### src/rtl/tick_event_timer_pkg.sv
package tick_event_timer_pkg;
  localparam int CTRL_OFF  = 0;
  localparam int VALUE_OFF = 4;
  localparam int RUN_BIT   = 0;
  localparam int IE_BIT    = 1;
  localparam int CLR_BIT   = 4;

  typedef struct packed {
    logic load;     // value register write this cycle
    logic countEn;  // timer is running
  } tmrStrobes_t;
endpackage

### src/rtl/tick_event_timer_ctrl.sv
module tick_event_timer_ctrl
  import tick_event_timer_pkg::*;
#(
  parameter int ADDR_W = 4
) (
  input  logic        clk,
  input  logic        rstN,
  input  logic        regWrite,
  input  logic [ADDR_W-1:0] regAddr,
  input  logic        wrRun,
  input  logic        wrIe,
  input  logic        wrClr,
  input  logic        expire,
  output tmrStrobes_t strobes,
  output logic        runEn,
  output logic        irqEn,
  output logic        irqOut
);
  localparam logic [ADDR_W-1:0] CTRL_A  = ADDR_W'(CTRL_OFF);
  localparam logic [ADDR_W-1:0] VALUE_A = ADDR_W'(VALUE_OFF);

  logic ctrlWr, clrHit, pending;

  assign ctrlWr = regWrite && (regAddr == CTRL_A);
  assign clrHit = ctrlWr && wrClr && wrRun;

  always_ff @(posedge clk) begin
    if (!rstN) begin
      runEn   <= 1'b0;
      irqEn   <= 1'b0;
      pending <= 1'b0;
    end else begin
      if (ctrlWr) begin
        runEn <= wrRun;
        irqEn <= wrIe;
      end
      if (clrHit)      pending <= 1'b0;
      else if (expire) pending <= 1'b1;
    end
  end

  assign strobes.load    = regWrite && (regAddr == VALUE_A);
  assign strobes.countEn = runEn;
  assign irqOut          = pending && irqEn;

  // once set, pending holds until a valid clear
  a_r4_pending_hold: assert property (@(posedge clk) disable iff (!rstN)
    pending && !clrHit |=> pending);
  // an expiry without a clear sets pending
  a_r4_expire_sets: assert property (@(posedge clk) disable iff (!rstN)
    expire && !clrHit |=> pending);
  // a clear written with the run bit drops pending
  a_r6_clear: assert property (@(posedge clk) disable iff (!rstN)
    clrHit |=> !irqOut);
  // a control write without the run bit stops counting next cycle
  a_r7_stop: assert property (@(posedge clk) disable iff (!rstN)
    ctrlWr && !wrRun |=> !strobes.countEn);
endmodule

### src/rtl/tick_event_timer_dp.sv
module tick_event_timer_dp
  import tick_event_timer_pkg::*;
#(
  parameter int CNT_W = 32
) (
  input  logic             clk,
  input  logic             rstN,
  input  tmrStrobes_t      strobes,
  input  logic [CNT_W-1:0] loadData,
  output logic [CNT_W-1:0] count,
  output logic             expire
);
  localparam logic [CNT_W-1:0] ONE = CNT_W'(1);

  logic atZero;
  assign atZero = (count == '0);
  assign expire = strobes.countEn && !strobes.load && (count == ONE);

  always_ff @(posedge clk) begin
    if (!rstN)                         count <= '0;
    else if (strobes.load)             count <= loadData;
    else if (strobes.countEn && !atZero) count <= count - ONE;
  end

  // one step down per running cycle
  a_r3_step: assert property (@(posedge clk) disable iff (!rstN)
    strobes.countEn && !strobes.load && !atZero |=> count == $past(count) - ONE);
  // zero is sticky without a load
  a_r3_zero_stop: assert property (@(posedge clk) disable iff (!rstN)
    atZero && !strobes.load |=> count == '0);
  // frozen while stopped
  a_r7_freeze: assert property (@(posedge clk) disable iff (!rstN)
    !strobes.countEn && !strobes.load |=> $stable(count));
  // load wins
  a_r2_load: assert property (@(posedge clk) disable iff (!rstN)
    strobes.load |=> count == $past(loadData));
endmodule

### src/rtl/tick_event_timer.sv
module tick_event_timer
  import tick_event_timer_pkg::*;
#(
  parameter int ADDR_W = 4,
  parameter int DATA_W = 32
) (
  input  logic              clk,
  input  logic              rstN,
  input  logic              regWrite,
  input  logic [ADDR_W-1:0] regAddr,
  input  logic [DATA_W-1:0] regWdata,
  output logic [DATA_W-1:0] regRdata,
  output logic              irqOut
);
  localparam logic [ADDR_W-1:0] CTRL_A  = ADDR_W'(CTRL_OFF);
  localparam logic [ADDR_W-1:0] VALUE_A = ADDR_W'(VALUE_OFF);

  tmrStrobes_t       strobes;
  logic              runEn, irqEn, expire;
  logic [DATA_W-1:0] count;

  tick_event_timer_ctrl #(.ADDR_W(ADDR_W)) uCtrl (
    .clk(clk), .rstN(rstN), .regWrite(regWrite), .regAddr(regAddr),
    .wrRun(regWdata[RUN_BIT]), .wrIe(regWdata[IE_BIT]), .wrClr(regWdata[CLR_BIT]),
    .expire(expire), .strobes(strobes), .runEn(runEn), .irqEn(irqEn),
    .irqOut(irqOut)
  );

  tick_event_timer_dp #(.CNT_W(DATA_W)) uDp (
    .clk(clk), .rstN(rstN), .strobes(strobes), .loadData(regWdata),
    .count(count), .expire(expire)
  );

  always_comb begin
    regRdata = '0;
    if (regAddr == CTRL_A) begin
      regRdata[RUN_BIT] = runEn;
      regRdata[IE_BIT]  = irqEn;
    end else if (regAddr == VALUE_A) begin
      regRdata = count;
    end
  end
endmodule

### config.mk
export PLATFORM = sky130hd
export DESIGN_NAME = tick_event_timer
export DESIGN_NICKNAME = d
export VERILOG_FILES = /design/src/rtl/tick_event_timer_pkg.sv /design/src/rtl/tick_event_timer_ctrl.sv /design/src/rtl/tick_event_timer_dp.sv /design/src/rtl/tick_event_timer.sv
export SDC_FILE = /design/constraint.sdc
export NUM_CORES = 1
export LEC_CHECK = 0
export ABC_AREA = 1
export BUFFER_PORTS_ARGS = -buffer_cell sky130_fd_sc_hd__clkbuf_2
export CORE_ASPECT_RATIO = 1.5
export CORE_MARGIN = 2
export CORE_UTILIZATION = 55
export DETAILED_ROUTE_END_ITERATION = 12
export PLACE_DENSITY = 0.94
export SETUP_SLACK_MARGIN = 0.3
export SYNTH_ARGS = -nofsm -noshare
export SYNTH_HDL_FRONTEND = slang
export SYNTH_SLANG_ARGS = --single-unit
### constraint.sdc
create_clock -name clk -period 2.68 [get_ports clk]
set_input_delay 0.536 -clock clk [delete_from_list [all_inputs] [get_ports clk]]
set_output_delay 0.536 -clock clk [all_outputs]
set_load 0.02 [all_outputs]
==> Word level (Yosys, flattened, before mapping) <==
Index checks and enable logic that the tools add are counted.
{ "classes": {"add_sub_neg": 1, "eq_ne": 2, "muxes": 5, "bitwise_logic": 1, "reduce_logical": 14} }
{ "op_table": {"columns": ["cell", "n"], "rows": [
  ["2-to-1 mux 32 bit", 3],
  ["equality test 32 x 1 -> 1 bit, second input constant", 1],
  ["logical NOT 32 bit", 1],
  ["subtractor 32 x 1 -> 32 bit, second input constant", 1],
  ["2-to-1 mux 30 bit", 1],
  ["logical AND 1 bit", 8],
  ["equality test 4 x 3 -> 1 bit, second input constant", 1],
  ["logical NOT 4 bit", 1],
  ["logical NOT 1 bit", 2],
  ["2-to-1 mux 2 bit", 1],
  ["nonzero test 2 bit", 1],
  ["OR reduction 2 bit", 1],
  ["inverter 1 bit", 1]
]} }
{ "totals": {"regBits": 35, "in_bits": 39, "out_inout_bits": 33, "word_cells": 27} }

==> Logic depth before layout (Yosys ltp) <==
{ "depth": {"ltp_word": 5, "ltp_mapped": 12, "ltp_nobuf": 11} }

==> Cells and area by module <==
Synthesis repeated with hierarchy kept, for this count alone.
{ "unflattened": {"cells_unflattened": 558, "hier_area_um2": 3113.0} }
{ "modules_own_cells": {"columns": ["module", "n_inst", "cells_each", "area_each_um2", "seq_area_each_um2"], "rows": [
  ["tick_event_timer_dp", 1, 461, 2567.5, 640.6],
  ["tick_event_timer", 1, 74, 387.9, 0.0],
  ["tick_event_timer_ctrl", 1, 23, 157.7, 60.1]
]} }

==> Worst setup path before layout <==
Ideal clock, no wire load.
{ "synth_path": {"path_kind": "in2out", "from": "in regAddr[1]", "to": "out regRdata[10]", "t_arrival_ns": 1.456, "required_ns": 2.144, "slack_ns": 0.688, "cell_stages": 5, "path_buffers": 1, "path_cell_list": "or2_1 -> inv_2 -> nand2_1 -> clkbuf_1 -> nor2_1"} }
{ "synth_between": {"elab_chain_cells": 3, "elab_cells_between_ends": 4, "classes_between": "eq/ne: 1; mux: 2; reduce/logical: 1"} }
{ "synth_lines": {"columns": ["element", "line", "source"], "rows": [
  ["start, declared", "tick_event_timer.sv:10", "input logic [ADDR_W-1:0] regAddr,"],
  ["equality test 4 x 3 -> 1 bit", "tick_event_timer.sv:39", "end else if (regAddr == VALUE_A) begin"],
  ["2-to-1 mux 32 bit", "tick_event_timer.sv:39", null],
  ["2-to-1 mux 30 bit (*)", "tick_event_timer.sv:36", "if (regAddr == CTRL_A) begin"],
  ["end, declared", "tick_event_timer.sv:12", "output logic [DATA_W-1:0] regRdata,"]
]} }
Every way passes the cells marked *; elsewhere a longest branch is shown, timed or not.

==> Worst setup path after layout <==
{ "layout_path": {"from": "in regAddr[2]", "to": "out regRdata[0]"} }
{ "layout_between": {"elab_chain_cells": 3, "elab_cells_between_ends": 4, "classes_between": "eq/ne: 1; mux: 2; reduce/logical: 1"} }
{ "layout_lines": {"columns": ["element", "line"], "rows": [
  ["equality test 4 x 3 -> 1 bit", "tick_event_timer.sv:39"],
  ["2-to-1 mux 32 bit", "tick_event_timer.sv:39"],
  ["2-to-1 mux 2 bit (*)", "tick_event_timer.sv:36"]
]} }
Marks and branches as above.

==> out/results.env <==
TIMING.SETUP.TNS_PS=0
FINAL-MAX-SLEW-VIOLATION-COUNT=0
SYN_TO_FINAL_GROWTH_PCT=15.7
DIE_AREA_UM2=5900
CTS.HOLD.BUFFERS_ADDED=0
CTS_TREE='done'
FINAL_COMMON_CELL='nand2_1'
CLKLATENCYLATEPIN_PS=300
FINISH.UTILIZATION_PCT=65.7
CORE_REGION_UM2=5120
NUM_VIAS=3502
DIE_WIDTH_UM=63.4
TOP_LEVEL_PORTS=72
HOLD_PATH.CLASS='flip-flop to flip-flop'
SYNTH.AREA.TOP_CELLS='dfxtp_1 24%, nand2_1 21%, nor2_1 20%, inv_1 5.9%, nand3_1 5.5%'
REG2REG_TO='uDp.count[22]$_SDFFE_PN0P_'
TIMING.CRITICAL_PATH.REQUIRED_PS=2140
CTS-HTREE-LEVELS=2
STATUS='finished clean'
PLACEMENT.CELL_AREA_UM2=3250
SYNTH.YOSYS.WARNINGS=0
FINCLKSKEW_PS=6.41
LAYOUT_COMMON_CELLS='166 x nand2_1, 157 x nor2_1, 71 x clkbuf_2'
CAP_VIOLATIONS=0
TIMING.HOLD.WORST_ENDPOINT='uCtrl.irqEn$_SDFFE_PN0P_'
ROUTED_VIA_DENSITY=5.27
CRITICAL_PATH.ENDPOINT_TYPE='output port'
SYNTH_XOR_AREA_SHARE_PCT=0.903
TIMING.HOLD.WORST_PATH_DEPTH=2
ANTENNA_LEFT=0
CRIT_TYPE='input port to output port'
DOMINANT_COMBINATIONAL_CELL_FAMILY_BY_AREA_AFTER_SYNTHESIS='simple AND/OR/NAND/NOR gates'
POST_SYNTH_MUX_AREA_SHARE_PCT=0
DESIGN_AREA_UM2=3370
GRT_SETUP_UNREPAIRED='false'
CTS_RESIZED=0
NUM_ROWS=32
SYN_INST=532
CTS_POST_SETUP_BUFFERS_INSERTED=0
CLK_PATH_BUF_DEPTH=2
SYNTHESIS.NETS=573
DP_HPWL_UM=6100
SYNTH.TOP_CELL.AREA_SHARE_PCT=24.1
GRT_PASS1_WL_UM=13800
ANTENNA_FOUND_INITIAL=0
GRT_MAX_DEGREE=41
MIN_PERIOD_PS=2190
PLACEMENT.IO_BUFFERS=71
SYNTH.CELL_AREA_UM2=2910
SETUP_VIOL_COUNT_FINAL=0
MAX-SLEW-MARGIN-REL_PCT=49.7
DRT-WIRELENGTH-PER-CELL_UM=12.5
CLKTRANSATPATHREGS_PS=70
REG2REG_DEPTH=10
SYNTH-SIMPLE-AREA-SHARE_PCT=56.2
GLOBALROUTETOTALUTIL_PCT=29.0
GPL_CONGESTION=0.926
DETAILEDROUTE.FIRSTPASSITERATIONCOUNT=5
TIMING_WORST_SLEW_PIN_VALUE_PS=755
WORST_SETUP_PATH_START_KIND='input port'
SYNTH.FF_LATCH_COUNT=35
TOTAL_LEAKAGE_POWER_nW=1.79
MIN-DELAY-START='uCtrl.irqEn$_SDFFE_PN0P_'
WORST-ENDPOINT-ARRIVAL_PS=1650
POST-ROUTE-DRC-COUNT=0
SYNTH_CELL_TYPES=31
MEAN_CELL_AREA_OF_THE_MAPPED_NETLIST_UM2=5.47
SYNTH_COMPOUND_AREA_SHARE_PCT=7.18
LAYOUT.NETS=636
NUMBER_OF_CLOCK_SINKS_SEEN_BY_CTS=35
SEQ_AREA_FRAC_SYNTH_PCT=24.1
POST-ROUTE-PERIOD-UTIL_PCT=81.7
FINAL.HOLD.WORST_SLACK_PS=483
GLOBALROUTE.TOTALOVERFLOW=0
FLOORPLAN.DIE.HEIGHT_UM=93.1
DETAIL_ROUTE.ITER0.VIOLATIONS=205
GRT_PASS1_VIAS=3286
CTS_INSERTED_BUFFERS=5
P_PER_AREA_nW_PER_UM2=492
START_UTIL_PCT=56.8
INSERTEDDIODECOUNT=0
PEAKVDDDROP_mV=0.317
DRT_WL_TOTAL_UM=8330
CLOCK_TREE_ROOT_DRIVER_CELL='clkbuf_8'
SYNTH_TOP_CELL_BY_AREA='dfxtp_1'
MAXIMUM_FANOUT_ENCOUNTERED_ON_THE_CRITICAL_TIMING_PATH=20
YOSYS.AREA_SHARE.ADDER_PCT=0.860
MAX_CLOCK_FREQ_MHz=457
REPORT.FINAL.HOLD_VIOL_COUNT=0
REG2REG_FROM='uDp.count[0]$_SDFFE_PN0P_'
POST_ROUTE_CELLS_DRIVE_ABOVE_1_SHARE_PCT=17.8
FF2FF_SETUP_SLACK_PS=600
## cells by family after synthesis
group | Yosys count
AND/OR/NAND/NOR | 386
buffers and inverters | 67
flip-flops | 35
adder cells (fa/ha/maj) | 2
AO/OA/AOI/OAI | 39
XOR/XNOR | 3
## worst max-delay path by stage
stage	start	to	cells past startpoint
after floorplan	regAddr[1]	regRdata[10]	5
final	regAddr[2]	regRdata[0]	7
after global routing	uDp.count[0]$_SDFFE_PN0P_	uDp.count[15]$_SDFFE_PN0P_	9
after detailed placement	regAddr[1]	regRdata[0]	7
after global placement	regAddr[1]	regRdata[0]	7
after CTS	regAddr[1]	regRdata[0]	7
## state kept, by name, summed over array words and instances (netlist names)
signal,flops
uDp.count,32
uCtrl.irqEn,1
uCtrl.runEn,1
uCtrl.pending,1
## stage by stage
stage | worst slack [ps] | total power [W] | std cells
finish | 490 | 0.00166 | 664
global route | 415 | 0.00177 | 664
CTS | 509 | 0.00165 | 664
detailed placement | 506 | 0.00115 | 656
global placement | 596 | 0.00113 | 656
floorplan | 688 | 0.00102 | 532
## layer usage
metal / vias to the layer above / part of all wire [%] / global-route usage, %
met5: - / 0 / 0
met1: 1558 / 38 / 30.9
met4: 0 / 3.8 / 16.8
met2: 150 / 52 / 53.2
met3: 33 / 6.5 / 4.33
li1: 1761 / - / -
## synth_stat cells
library cell and number:
nand2_1 166, nor2_1 157, inv_1 46, dfxtp_1 35
nand3_1 32, o21ai_1 20, o21ai_0 9, clkbuf_1 8
buf_6 7, nand4_1 6, nor2_2 6, nor2_4 5
nor3_1 4, a21oi_1 3, buf_2 3, nand2_2 3
xor2_1 3, a31oi_1 2, ha_1 2, nand2_4 2
nor2_8 2, o22ai_1 2, a21boi_0 1, buf_4 1
inv_2 1, inv_4 1, nand3_4 1, o211ai_1 1
o21ai_2 1, or2_1 1, or2_2 1
## cell type report
cell class | count | area [µm²]
Timing Repair Buffer | 75 | 385
Inverter | 48 | 183
Clock inverter | 2 | 35.0
Sequential cell | 35 | 701
Clock buffer | 6 | 82.6
Tap cell | 68 | 85.1
Fill cell | 539 | 1760
Multi-Input combinational cell | 430 | 1900
## critical path: stages
cell and delay (ps):
clkbuf_2 90, inv_1 40, nor2_1 220, nand2_1 110, buf_4 220, o22ai_1 210
clkbuf_2 230
## power by group
part / internal, W / switching [W] / total, W
clock network: 0.000301 / 0.000209 / 0.000511
logic: 0.000204 / 0.000380 / 0.000585
registers: 0.000538 / 0.0000242 / 0.000562
total: 0.00104 / 0.000614 / 0.00166
Note: power is estimated with default switching activity, not from simulation.
